`config.mk`:
```
export PLATFORM = sky130hd
export DESIGN_NAME = e1_crc_insert
export DESIGN_NICKNAME = d
export VERILOG_FILES = /design/src/rtl/e1_crc_pkg.sv /design/src/rtl/e1_frame_track.sv /design/src/rtl/e1_crc4_acc.sv /design/src/rtl/e1_crc_insert.sv
export SDC_FILE = /design/constraint.sdc
export NUM_CORES = 1
export LEC_CHECK = 0
export ABC_AREA = 1
export BUFFER_PORTS_ARGS = -buffer_cell sky130_fd_sc_hd__buf_4
export CAP_MARGIN = 10
export CORE_AREA = 2 2 56 58
export DETAILED_ROUTE_END_ITERATION = 16
export DIE_AREA = 0 0 58 60
export HOLD_SLACK_MARGIN = 0.02
export PLACE_DENSITY = 0.76
export SYNTH_ARGS = -nofsm -noshare
export SYNTH_HDL_FRONTEND = slang
export SYNTH_HIERARCHICAL = 1
export SYNTH_SLANG_ARGS = --single-unit
```
`constraint.sdc`:
```
create_clock -name clk -period 1.4 [get_ports clk]
set_input_delay 0.28 -clock clk [delete_from_list [all_inputs] [get_ports clk]]
set_output_delay 0.28 -clock clk [all_outputs]
set_load 0.02 [all_outputs]
```
`src/rtl/e1_crc_pkg.sv`:
```
package e1_crc_pkg;
  typedef enum logic [1:0] {
    CM_PASS  = 2'b00,
    CM_REGEN = 2'b01,
    CM_HOST  = 2'b10,
    CM_KEEP  = 2'b11
  } crc_mode_e;

  localparam int unsigned CRC_W = 4;
endpackage

```
`src/rtl/e1_frame_track.sv`:
```
module e1_frame_track #(
  parameter int unsigned FRAME_BITS = 256,
  parameter int unsigned SMF_FRAMES = 8,
  localparam int unsigned PW = $clog2(FRAME_BITS),
  localparam int unsigned FW = $clog2(SMF_FRAMES)
) (
  input  logic          clk,
  input  logic          rst_n,
  input  logic          bit_vld,
  input  logic          frm_start,
  output logic          crc_slot,
  output logic          smf_edge,
  output logic [FW-2:0] crc_idx
);
  localparam logic [PW-1:0] LAST = PW'(FRAME_BITS - 1);

  logic          started_q, started_d;
  logic [PW-1:0] pos_q, pos_d;
  logic [FW-1:0] frame_q, frame_d;
  logic          new_frame, live, upd;

  always_comb begin
    if (frm_start)          pos_d = '0;
    else if (pos_q == LAST) pos_d = '0;
    else                    pos_d = pos_q + 1'b1;

    new_frame = started_q ? (pos_d == '0) : frm_start;

    if (!started_q)     frame_d = '0;
    else if (new_frame) frame_d = frame_q + 1'b1;
    else                frame_d = frame_q;

    live      = started_q | frm_start;
    upd       = bit_vld & live;
    started_d = started_q | frm_start;
    crc_slot  = upd & (pos_d == '0) & ~frame_d[0];
    smf_edge  = upd & new_frame & (frame_d == '0);
    crc_idx   = frame_d[FW-1:1];
  end

  always_ff @(posedge clk or negedge rst_n) begin
    if (!rst_n) begin
      started_q <= 1'b0;
      pos_q     <= '0;
      frame_q   <= '0;
    end else if (upd) begin
      started_q <= started_d;
      pos_q     <= pos_d;
      frame_q   <= frame_d;
    end
  end
endmodule

```
`src/rtl/e1_crc4_acc.sv`:
```
module e1_crc4_acc #(
  parameter int unsigned W = 4
) (
  input  logic         clk,
  input  logic         rst_n,
  input  logic         en,
  input  logic         clr,
  input  logic         din,
  output logic [W-1:0] rem
);
  logic [W-1:0] rem_q, rem_d, base;
  logic         fb;

  always_comb begin
    base  = clr ? '0 : rem_q;
    fb    = din ^ base[W-1];
    rem_d = {base[W-2:0], 1'b0} ^ ({W{fb}} & W'(4'b0011));
  end

  always_ff @(posedge clk or negedge rst_n) begin
    if (!rst_n)  rem_q <= '0;
    else if (en) rem_q <= rem_d;
  end

  assign rem = rem_q;
endmodule

```
`src/rtl/e1_crc_insert.sv`:
```
module e1_crc_insert
  import e1_crc_pkg::*;
#(
  parameter int unsigned FRAME_BITS = 256,
  parameter int unsigned SMF_FRAMES = 8
) (
  input  logic             clk,
  input  logic             rst_n,
  input  logic             bit_vld,
  input  logic             bit_in,
  input  logic             frm_start,
  input  logic [1:0]       mode,
  input  logic [CRC_W-1:0] host_crc,
  output logic             out_bit,
  output logic             out_vld
);
  localparam int unsigned FW = $clog2(SMF_FRAMES);
  localparam logic [FW-2:0] TOPI = (FW-1)'(CRC_W - 1);

  logic [1:0]       rsync_q;
  logic             rst_i_n;
  logic             crc_slot, smf_edge;
  logic [FW-2:0]    crc_idx;
  logic [CRC_W-1:0] rem;
  crc_mode_e        mode_in, mode_q, mode_d;
  logic [CRC_W-1:0] vec_q, vec_d, vec_use;
  logic             ins_on, out_d;

  always_ff @(posedge clk or negedge rst_n) begin
    if (!rst_n) rsync_q <= 2'b00;
    else        rsync_q <= {rsync_q[0], 1'b1};
  end
  assign rst_i_n = rsync_q[1];

  e1_frame_track #(.FRAME_BITS(FRAME_BITS), .SMF_FRAMES(SMF_FRAMES)) u_trk (
    .clk(clk), .rst_n(rst_i_n), .bit_vld(bit_vld), .frm_start(frm_start),
    .crc_slot(crc_slot), .smf_edge(smf_edge), .crc_idx(crc_idx)
  );

  e1_crc4_acc #(.W(CRC_W)) u_acc (
    .clk(clk), .rst_n(rst_i_n), .en(bit_vld), .clr(smf_edge),
    .din(bit_in & ~crc_slot), .rem(rem)
  );

  always_comb begin
    mode_in = crc_mode_e'(mode);
    mode_d  = mode_q;
    vec_d   = vec_q;
    if (smf_edge) begin
      mode_d = mode_in;
      case (mode_in)
        CM_REGEN: vec_d = (mode_q == CM_REGEN) ? rem : '0;
        CM_HOST:  vec_d = host_crc;
        default:  vec_d = '0;
      endcase
    end
    vec_use = vec_d;
    ins_on  = (mode_d == CM_REGEN) || (mode_d == CM_HOST);
    out_d   = (crc_slot && ins_on) ? vec_use[TOPI - crc_idx] : bit_in;
  end

  always_ff @(posedge clk or negedge rst_i_n) begin
    if (!rst_i_n) begin
      mode_q  <= CM_PASS;
      vec_q   <= '0;
      out_bit <= 1'b0;
      out_vld <= 1'b0;
    end else begin
      out_vld <= bit_vld;
      if (bit_vld) begin
        out_bit <= out_d;
        mode_q  <= mode_d;
        vec_q   <= vec_d;
      end
    end
  end
endmodule

```
After elaboration in Yosys (flattened, before gate mapping)
Index checks and enable logic that the tools add are counted.
Widths: inputs -> output; s select.
{"block": "word_totals", "ff_bits": 26, "latchBits": 0, "mem_bits_rw": 0, "mem_bits_ro": 0, "input_bits": 11, "output_inout_bits": 2, "n_memories": 0}
{"block": "classes", "n_addsub": 3, "multipliers": 0, "div": 0, "order_cmp": 1, "n_eq_ne": 6, "n_shift": 0, "n_mux": 13, "bitwise": 11, "reduce_logical": 4}
{"cell": "$mux 8", "count": 2}
{"cell": "$mux 4", "count": 3}
{"cell": "$add 8x1->8 const B", "count": 1}
{"cell": "$eq 8x8->1 const B", "count": 1}
{"cell": "$logic_not 8->1", "count": 1}
{"cell": "$pmux 4 s2", "count": 1}
{"cell": "$and 1x1->1", "count": 6}
{"cell": "$eq 2x1->1 const B", "count": 3}
{"cell": "$mux 3", "count": 2}
{"cell": "$eq 2x2->1 const B", "count": 2}
{"cell": "$xor 4x2->4", "count": 1}
{"cell": "$add 3x1->3 const B", "count": 1}
{"cell": "$logic_not 3->1", "count": 1}
{"cell": "$lt 2x3->1 const B", "count": 1}
{"cell": "$mux 1", "count": 3}
{"cell": "$bmux 1 s2", "count": 1}
{"cell": "$mux 2", "count": 1}
{"cell": "$not 1->1", "count": 2}
{"cell": "$sub 2x2->2 const A", "count": 1}
{"cell": "$logic_and 1x1->1", "count": 1}
{"cell": "$logic_or 1x1->1", "count": 1}
{"cell": "$or 1x1->1", "count": 1}
{"cell": "$xor 1x1->1", "count": 1}

Logic depth before layout (Yosys ltp)
Gate-level depths: netlist of the first run.
{"block": "depth", "depth_word": 14, "depth_mapped": 21, "ltp_nobuf": 21}

By module
Netlist of the first run, hierarchy kept.
{"module": "e1_frame_track", "n_inst": 1, "cells_per_inst": 118, "area_each_um2": 849.6, "seq_area_each_um2": 300.3}
{"module": "e1_crc_insert", "n_inst": 1, "cells_per_inst": 81, "area_each_um2": 583.1, "seq_area_each_um2": 250.2}
{"module": "e1_crc4_acc", "n_inst": 1, "cells_per_inst": 25, "area_each_um2": 193.9, "seq_area_each_um2": 100.1}

Worst setup path after synthesis of the first run
Ideal clock, no wire load.
{"block": "synth_timing", "path_kind": "register to register", "start": "reg u_trk.pos_q[0]", "end": "reg out_bit", "setup_ns": 0.116, "arrival_ns": 2.306, "required_ns": 1.284, "path_slack_ns": -1.023, "stages_incl_launch_ff": 22, "path_buffers": 0, "period_less_slack_ns": 2.423, "path_cell_list": "dfrtp_1 -> ha_1 -> nand2_2 -> nor2_4 -> a21oi_1 -> nand3_1 -> nand2_2 -> nor2_4 -> nand2_1 -> nand2_1 -> nand3_2 -> nand2_1 -> nor2_2 -> nand2_1 -> o21ai_1 -> inv_1 -> nand2_1 -> nand3_2 -> clkinv_1 -> nand3_1 -> nand2_1 -> nand2_1"}
{"block": "synth_between", "elab_chain_cells": 14, "word_cells_on_any_way": 24}
{"element": "from (decl)", "line": "e1_frame_track.sv:18", "rtl": "logic [PW-1:0] pos_q, pos_d;"}
{"element": "from (signal assigned)", "line": "e1_frame_track.sv:48", "rtl": "pos_q <= pos_d;"}
{"element": "$add 8x1->8 / $eq 8x8->1 (equally long branches)", "line": "e1_frame_track.sv:25, e1_frame_track.sv:24"}
{"element": "$mux 8 (*)", "line": "e1_frame_track.sv:24", "rtl": "else if (pos_q == LAST) pos_d = '0;"}
{"element": "$mux 8 (*)", "line": "e1_frame_track.sv:23", "rtl": "if (frm_start) pos_d = '0;"}
{"element": "$logic_not 8->1 (*)", "line": "e1_frame_track.sv:27", "rtl": "new_frame = started_q ? (pos_d == '0) : frm_start;"}
{"element": "$mux 1 (*)", "line": "e1_frame_track.sv:27"}
{"element": "$mux 3", "line": "e1_frame_track.sv:30", "rtl": "else if (new_frame) frame_d = frame_q + 1'b1;"}
{"element": "$mux 3", "line": "e1_frame_track.sv:29", "rtl": "if (!started_q) frame_d = '0;"}
{"element": "$logic_not 3->1", "line": "e1_frame_track.sv:37", "rtl": "smf_edge = upd & new_frame & (frame_d == '0);"}
{"element": "$and 1x1->1 (*)", "line": "e1_frame_track.sv:37"}
{"element": "net smf_edge", "line": "e1_crc_insert.sv:22", "rtl": "logic crc_slot, smf_edge;"}
{"element": "$mux 2", "line": "e1_crc_insert.sv:49", "rtl": "if (smf_edge) begin"}
{"element": "$eq 2x1->1 / $eq 2x2->1 (equally long branches)", "line": "e1_crc_insert.sv:58", "rtl": "ins_on = (mode_d == CM_REGEN) || (mode_d == CM_HOST);"}
{"element": "$logic_or 1x1->1", "line": "e1_crc_insert.sv:58"}
{"element": "$logic_and 1x1->1", "line": "e1_crc_insert.sv:59", "rtl": "out_d = (crc_slot && ins_on) ? vec_use[TOPI - crc_idx] : bit_in;"}
{"element": "$mux 1 (*)", "line": "e1_crc_insert.sv:59"}
{"element": "to (signal assigned)", "line": "e1_crc_insert.sv:71", "rtl": "out_bit <= out_d;"}
{"element": "to (decl)", "line": "e1_crc_insert.sv:14", "rtl": "output logic out_bit,"}
The timed path passes the listed nets; every way through them passes the cells marked *. The select of a mux whose other input is x is not followed.
A chain may end at the register's enable or synchronous reset.

Worst setup path after layout of the first run
{"block": "layout_timing", "start": "reg u_trk.pos_q[1]", "end": "reg out_bit"}
Same word-level chain as after synthesis.

==> results of run 1 <==
-- logic make-up after synthesis --
family / Yosys count
AOI/OAI and AO/OA: 30
adders and majority gates: 4
buffers and inverters: 36
other: 1
DFF: 26
and+or+nand+nor: 127
-- power by group --
group	switching, mW	internal (mW)
Combinational	0.675	0.607
Clock	0.234	0.159
Sequential	0.139	0.910
-- path summary, 6_finish.rpt --
kind | start | to | cells past startpoint
worst max-delay path | u_trk/pos_q[1] | out_bit | 19
worst min-delay path | rsync_q[1] | out_vld | 0
worst max register to register | u_trk/pos_q[1] | out_bit | 19
worst min register to register | rsync_q[1] | out_vld | 0
max in group asynchronous | rsync_q[1] | u_trk/pos_q[7] | 1
min in group clk | frm_start | u_trk/pos_q[1] | 4
-- cells in the mapped netlist --
| cell | number | area (um^2) |
|---|---|---|
| a211oi_1 | 1 | 7.51 |
| a21oi_1 | 1 | 5.00 |
| a21oi_2 | 2 | 17.5 |
| a31oi_1 | 5 | 31.3 |
| buf_4 | 3 | 22.5 |
| clkbuf_1 | 2 | 7.51 |
| clkinv_1 | 1 | 3.75 |
| conb_1 | 1 | 3.75 |
| dfrtp_1 | 26 | 651 |
| ha_1 | 4 | 50.1 |
| inv_1 | 28 | 105 |
| inv_2 | 2 | 7.51 |
| nand2_1 | 69 | 259 |
| nand2_2 | 7 | 43.8 |
| nand3_1 | 21 | 105 |
| nand3_2 | 2 | 20.0 |
| nand3b_1 | 1 | 7.51 |
| nand4_1 | 4 | 25.0 |
| nor2_1 | 13 | 48.8 |
| nor2_2 | 2 | 12.5 |
| nor2_4 | 6 | 67.6 |
| nor3_1 | 1 | 5.00 |
| o21ai_0 | 11 | 55.1 |
| o21ai_1 | 7 | 35.0 |
| o21ai_2 | 1 | 8.76 |
| o21bai_1 | 1 | 7.51 |
| o31ai_1 | 1 | 7.51 |
| or2_2 | 1 | 6.26 |
-- placed cells by master, fill, tap and decap left out, drive strengths merged --
| cell | instances |
|---|---|
| ha | 4 |
| clkbuf | 4 |
| or2 | 1 |
| a21oi | 3 |
| a211oi | 1 |
| inv | 30 |
| nor3 | 1 |
| clkinv | 1 |
| conb | 1 |
| nor2 | 21 |
| buf | 54 |
| nand3 | 23 |
| dlygate4sd3 | 1 |
| a31oi | 5 |
| o21bai | 1 |
| nand2 | 76 |
| dfrtp | 26 |
| o31ai | 1 |
| o21ai | 19 |
| nand3b | 1 |
| nand4 | 4 |
-- through the flow --
stage | total power, mW | std cells
2_1_floorplan | 1.72 | 224
3_3_place_gp | 2.04 | 295
3_5_place_dp | 2.07 | 295
4_1_cts | 2.56 | 311
5_1_grt | 2.91 | 311
6_report | 2.73 | 311
-- worst max-delay path, cell delays in order, from the launching register on --
cell and delay, ns:
dfrtp_1 0.41, buf_4 0.14, nand3_1 0.12, o21ai_1 0.23
nand2_1 0.11, nand2_2 0.10, nand2_2 0.07, nor2_4 0.17
nand3_1 0.15, nand2_1 0.13, nand2_2 0.08, nor2_4 0.22
inv_4 0.09, nor2_4 0.16, nand2_1 0.09, nand3_1 0.07
nand3_1 0.07, nand3_1 0.08, nand2_1 0.05, nand2_1 0.05
-- sequential cells by signal, summed over array words and instances (netlist names) --
signal           count
vec_q                4
u_trk/started_q      1
rsync_q              2
out_vld              1
u_acc/rem            4
out_bit              1
mode_q               2
u_trk/pos_q          8
u_trk/frame_q        3
-- metal layers --
metal  global-route usage, %  vias up  wire, um
li1                        -      827         -
met1                    36.5      812      1860
met2                    40.1       76      2200
met3                    2.38       14       280
met4                    9.97        0       121
met5                       0        -         0
-- cell type report --
| cell class | count | area (um^2) | area share, % |
|---|---|---|---|
| clock buffer | 4 | 36.3 | 1.58 |
| inverter | 31 | 124 | 5.40 |
| multi-input combinational | 162 | 971 | 42.3 |
| sequential | 26 | 651 | 28.3 |
| tap | 33 | 41.3 | 1.80 |
| timing repair buffer | 55 | 473 | 20.6 |
-- what timing repair did --
action / in CTS / in global routing
hold endpoints to repair: 2 / 0
hold buffers: 1 / 0
pin swaps: 5 / 6
gates resized for setup: 9 / 32
setup buffers: 11 / 2
endpoints found under the setup margin: 14 / 19
==> results.md, run 1 <==
* Status: finished with violations
* Failing checks: setup timing
* HPWL after DPL at 2710 um
* Final WS setup at -1.24 ns
* Vias post-DR at 1729
* Synth Area in Compound Gates at 10.8%
* Synth Area per Inst at 7.26 um^2
* CP arrival at 2.91 ns
* R2R Setup Slk at -1.24 ns
* Layout cells sized above 1 at 38.8%
* RSZ-0062 raised after global routing: yes
* Final hold vios at 0
* Crit-path max FO at 6
* Worst slack, placed at -1.01 ns
* P&R area growth vs syn at 41.2%
* H-tree Lvls at 1
* DR vias/cell at 5.56
* First-pass GRT wire length at 6730 um
* Max clock buf depth at 2
* Hold WS at 0.151 ns
* Synth Area in XOR/XNOR at 0%
* Crit start category: register
* Io pins at 13
* LEAKAGE at 1.14 nW
* CTS Buf Count at 3
* PwrDens at 1190 nW/um^2
* GRT overflow at 0
* Total die area at 3480 um^2
* Register area share after synthesis at 40.0%
* Final ANT Viol Nets at 0
* Clk Latency, worst-skew pair at 0.33 ns
* Clock Sinks at 26
* Setup TNS at -13.88 ns
* Finish-stage setup viols at 15
* Syn Std Cell Area at 1630 um^2
* Period utilization at 188%
* Root buf cell: clkbuf_4
* Final Cell Area at 2300 um^2
* Mapped Cells at 224
* Final #Nets at 294
* CP required at 1.68 ns
* Reg clk slew, reported paths at 0.15 ns
* Mux share of post-synthesis cell area at 0%
* Port Buffer Count at 12
* Antenna cells at 0
* WL/cell at 14.3 um
* #FFs+latches synth at 26
* Initial antenna violation count at 0
* Synth Area in Simple Gates at 36.9%
* Final Max Tran Viols at 0
* Element type at the critical path end: register
* Synth warn at 6
* GRT Overall Usage at 25.5%
* DRC at 0
* Syn Nets at 239
* Global placement routability congestion at 0.922
* Die width at 58 um
* Die Y at 60 um
* Post-synthesis cell type count at 28
* Drt pass-1 iters at 5
* Clock Skew at 0.00747 ns
* Fmax at 379 MHz
* Main combinational cell family by area after synthesis: simple AND/OR/NAND/NOR gates
* Vias in the first global route at 1525
* Crit path time final at 2.64 ns
* Fillers at 191
* Largest net degree at the start of global routing at 21
* Area after DPL at 2010 um^2
* Row count at 20
* Core area at 2900 um^2
* Core Util, Final at 79.1%
* Worst hold-check path type: reg2async
* 1st-iter DRT viols at 108
* Crit Path Category: reg2reg
* Starting density of the core at 56.0%
* Worst vdd ir at 0.996 mV
* Synth Area in Adders at 3.08%
* CTS tree: done
* Total routed wirelength at 4460 um
* Max-cap violations at 0
Note: power is estimated with default switching activity, not from simulation.
==> run 2: changes to the inputs <==
- RECOVER_POWER: default -> 100
==> run 2 against run 1 <==
Worst hold slack worse by 0.034 ns. The run still ends with setup timing left. Power is 0.40% lower. Sequential cell count stayed put. Clock skew is 0.0036 ns higher. Register-to-register slack hardly changed. Design area is 1.3% lower. Wire length is 0.43% lower. Critical path type unchanged.
==> results.md, run 2 (synthesis gave the netlist of run 1 again) <==
* GRT Overall Usage at 25.5% (unchanged)
* HPWL after DPL at 2710 um (unchanged)
* Max FFs per register at 8 (unchanged)
* Max-cap violations at 0 (unchanged)
* Drt pass-1 iters at 4 (was 5)
* Reg clk slew, reported paths at 0.15 ns (about the same)
* DRC at 0 (unchanged)
* Starting density of the core at 56.0% (unchanged)
* Crit-path max FO at 6 (unchanged)
* Reg-to-Reg Start: u_trk/pos_q[1] (unchanged)
* Clock Skew at 0.0111 ns (was 0.00747 ns)
* Die Y at 60 um (unchanged)
* PwrDens at 1200 nW/um^2 (was 1190 nW/um^2)
* CTS tree: done (unchanged)
* DR vias/cell at 5.55 (was 5.56)
* Worst vdd ir at 0.994 mV (was 0.996 mV)
* WL/cell at 14.3 um (about the same)
* Status: finished with violations (unchanged)
* Final #Nets at 294 (unchanged)
* Global placement routability congestion at 0.922 (unchanged)
* Period utilization at 188% (about the same)
* Hold WS at 0.117 ns (was 0.151 ns)
* Total die area at 3480 um^2 (unchanged)
* RSZ-0062 raised after global routing: yes (unchanged)
* H-tree Lvls at 1 (unchanged)
* Final WS setup at -1.23 ns (was -1.24 ns)
* GRT overflow at 0 (unchanged)
* Element type at the critical path end: register (unchanged)
* Commonest non-fill, non-tap cell in the layout: nand2_1 (unchanged)
* First-pass GRT wire length at 6730 um (unchanged)
* Clock Sinks at 26 (unchanged)
* Vias post-DR at 1726 (was 1729)
* Die width at 58 um (unchanged)
* Worst hold-check path type: reg2async (unchanged)
* Root buf cell: clkbuf_4 (unchanged)
* Largest net degree at the start of global routing at 21 (unchanged)
* Antenna cells at 0 (unchanged)
* 1st-iter DRT viols at 142 (was 108)
* CTS Buf Count at 3 (unchanged)
* Setup TNS at -13.74 ns (was -13.88 ns)
* Crit Path Category: reg2reg (unchanged)
* Vias in the first global route at 1525 (unchanged)
* Initial antenna violation count at 0 (unchanged)
* Port Buffer Count at 12 (unchanged)
* Final Max Tran Viols at 0 (unchanged)
* LEAKAGE at 1.12 nW (was 1.14 nW)
* Crit start category: register (unchanged)
* CP arrival at 2.90 ns (was 2.91 ns)
* Top reg by flops: u_trk/pos_q (unchanged)
* Crit path from: u_trk/pos_q[1] (unchanged)
* Io pins at 13 (unchanged)
* Row count at 20 (unchanged)
* P&R area growth vs syn at 39.3% (was 41.2%)
* R2R depth at 19 (unchanged)
* Total routed wirelength at 4440 um (was 4460 um)
* Final ANT Viol Nets at 0 (unchanged)
* Crit path time final at 2.63 ns (was 2.64 ns)
* Failing checks: setup timing (unchanged)
* Fmax at 381 MHz (was 379 MHz)
* Max clock buf depth at 2 (unchanged)
* Layout cells sized above 1 at 37.4% (was 38.8%)
* Clk Latency, worst-skew pair at 0.33 ns (about the same)
* Placed Cells at 295 (unchanged)
* Non-Filler Instances at 311 (unchanged)
* CP required at 1.68 ns (about the same)
* Most frequent cells in the layout: nand2_1, buf_4, inv_1, dfrtp_1, nand3_1 (unchanged)
* Finish-stage setup viols at 15 (unchanged)
* Final hold vios at 0 (unchanged)
* Core area at 2900 um^2 (unchanged)
run 2: cell count changes in the layout (fill, tap and decap cells not counted):
cell      change
clkbuf_2      +1
buf_12        -1
o21ai_1       +1
clkbuf_4      +1
clkbuf_1      +3
buf_4         -4
o21ai_2       -1
run 2: per-stage QoR:
step | setup WS (ns) | total power, mW | cell area, um^2 | util [%]
global route | -1.38 | 2.89 | 2270 | 78.1
floorplan | -0.870 | 1.72 | 1670 | -
finish | -1.23 | 2.71 | 2270 | 78.1
CTS | -0.988 | 2.56 | 2170 | 74.7
detailed placement | -1.01 | 2.07 | 2010 | 69.4
global placement | -0.950 | 2.04 | 2010 | 69.4
run 2: critical path: stages (launching register included):
cell     delay, ns
dfrtp_1       0.41
buf_4         0.14
nand3_1       0.12
o21ai_1       0.23
nand2_1       0.11
nand2_2       0.10
nand2_2       0.07
nor2_4        0.17
nand3_1       0.14
nand2_1       0.12
nand2_2       0.08
nor2_4        0.22
inv_4         0.09
nor2_4        0.16
nand2_1       0.09
nand3_1       0.07
nand3_1       0.07
nand3_1       0.08
nand2_1       0.05
nand2_1       0.05
run 2: final timing paths:
check / slack (ns) / endpoint
setup / recovery: -1.23 / out_bit
hold / removal: 0.12 / out_vld
setup reg to reg: -1.23 / out_bit
hold reg to reg: 0.12 / out_vld
max in group asynchronous: 0.55 / u_trk/pos_q[7]
min in group clk: 0.32 / u_trk/pos_q[1]
run 2: timing repair:
action / in CTS / in global routing
setup endpoints to repair: 14 / 19
gates resized for setup: 9 / 32
hold buffers: 1 / 0
hold endpoints to repair: 2 / 0
pin swaps: 5 / 6
buffers inserted: 11 / 2
run 2: final cells by class:
| cell class | count | area (um^2) |
|---|---|---|
| Inverter | 31 | 124 |
| Sequential cell | 26 | 651 |
| Fill cell | 199 | 637 |
| Timing Repair Buffer | 55 | 447 |
| Clock buffer | 4 | 36.3 |
| Tap cell | 33 | 41.3 |
| Multi-Input combinational cell | 162 | 967 |
run 2: where the power goes:
group / internal (mW) / switching [mW]
sequential: 0.910 / 0.137
combinational: 0.596 / 0.673
clock: 0.159 / 0.239
total: 1.67 / 1.05
run 2: layer usage:
layer	track usage, %	routed length, um	vias to the layer above
li1	-	-	826
met1	36.5	1850	818
met2	40.1	2200	68
met3	2.38	269	14
met4	9.97	123	0
met5	0	0	-
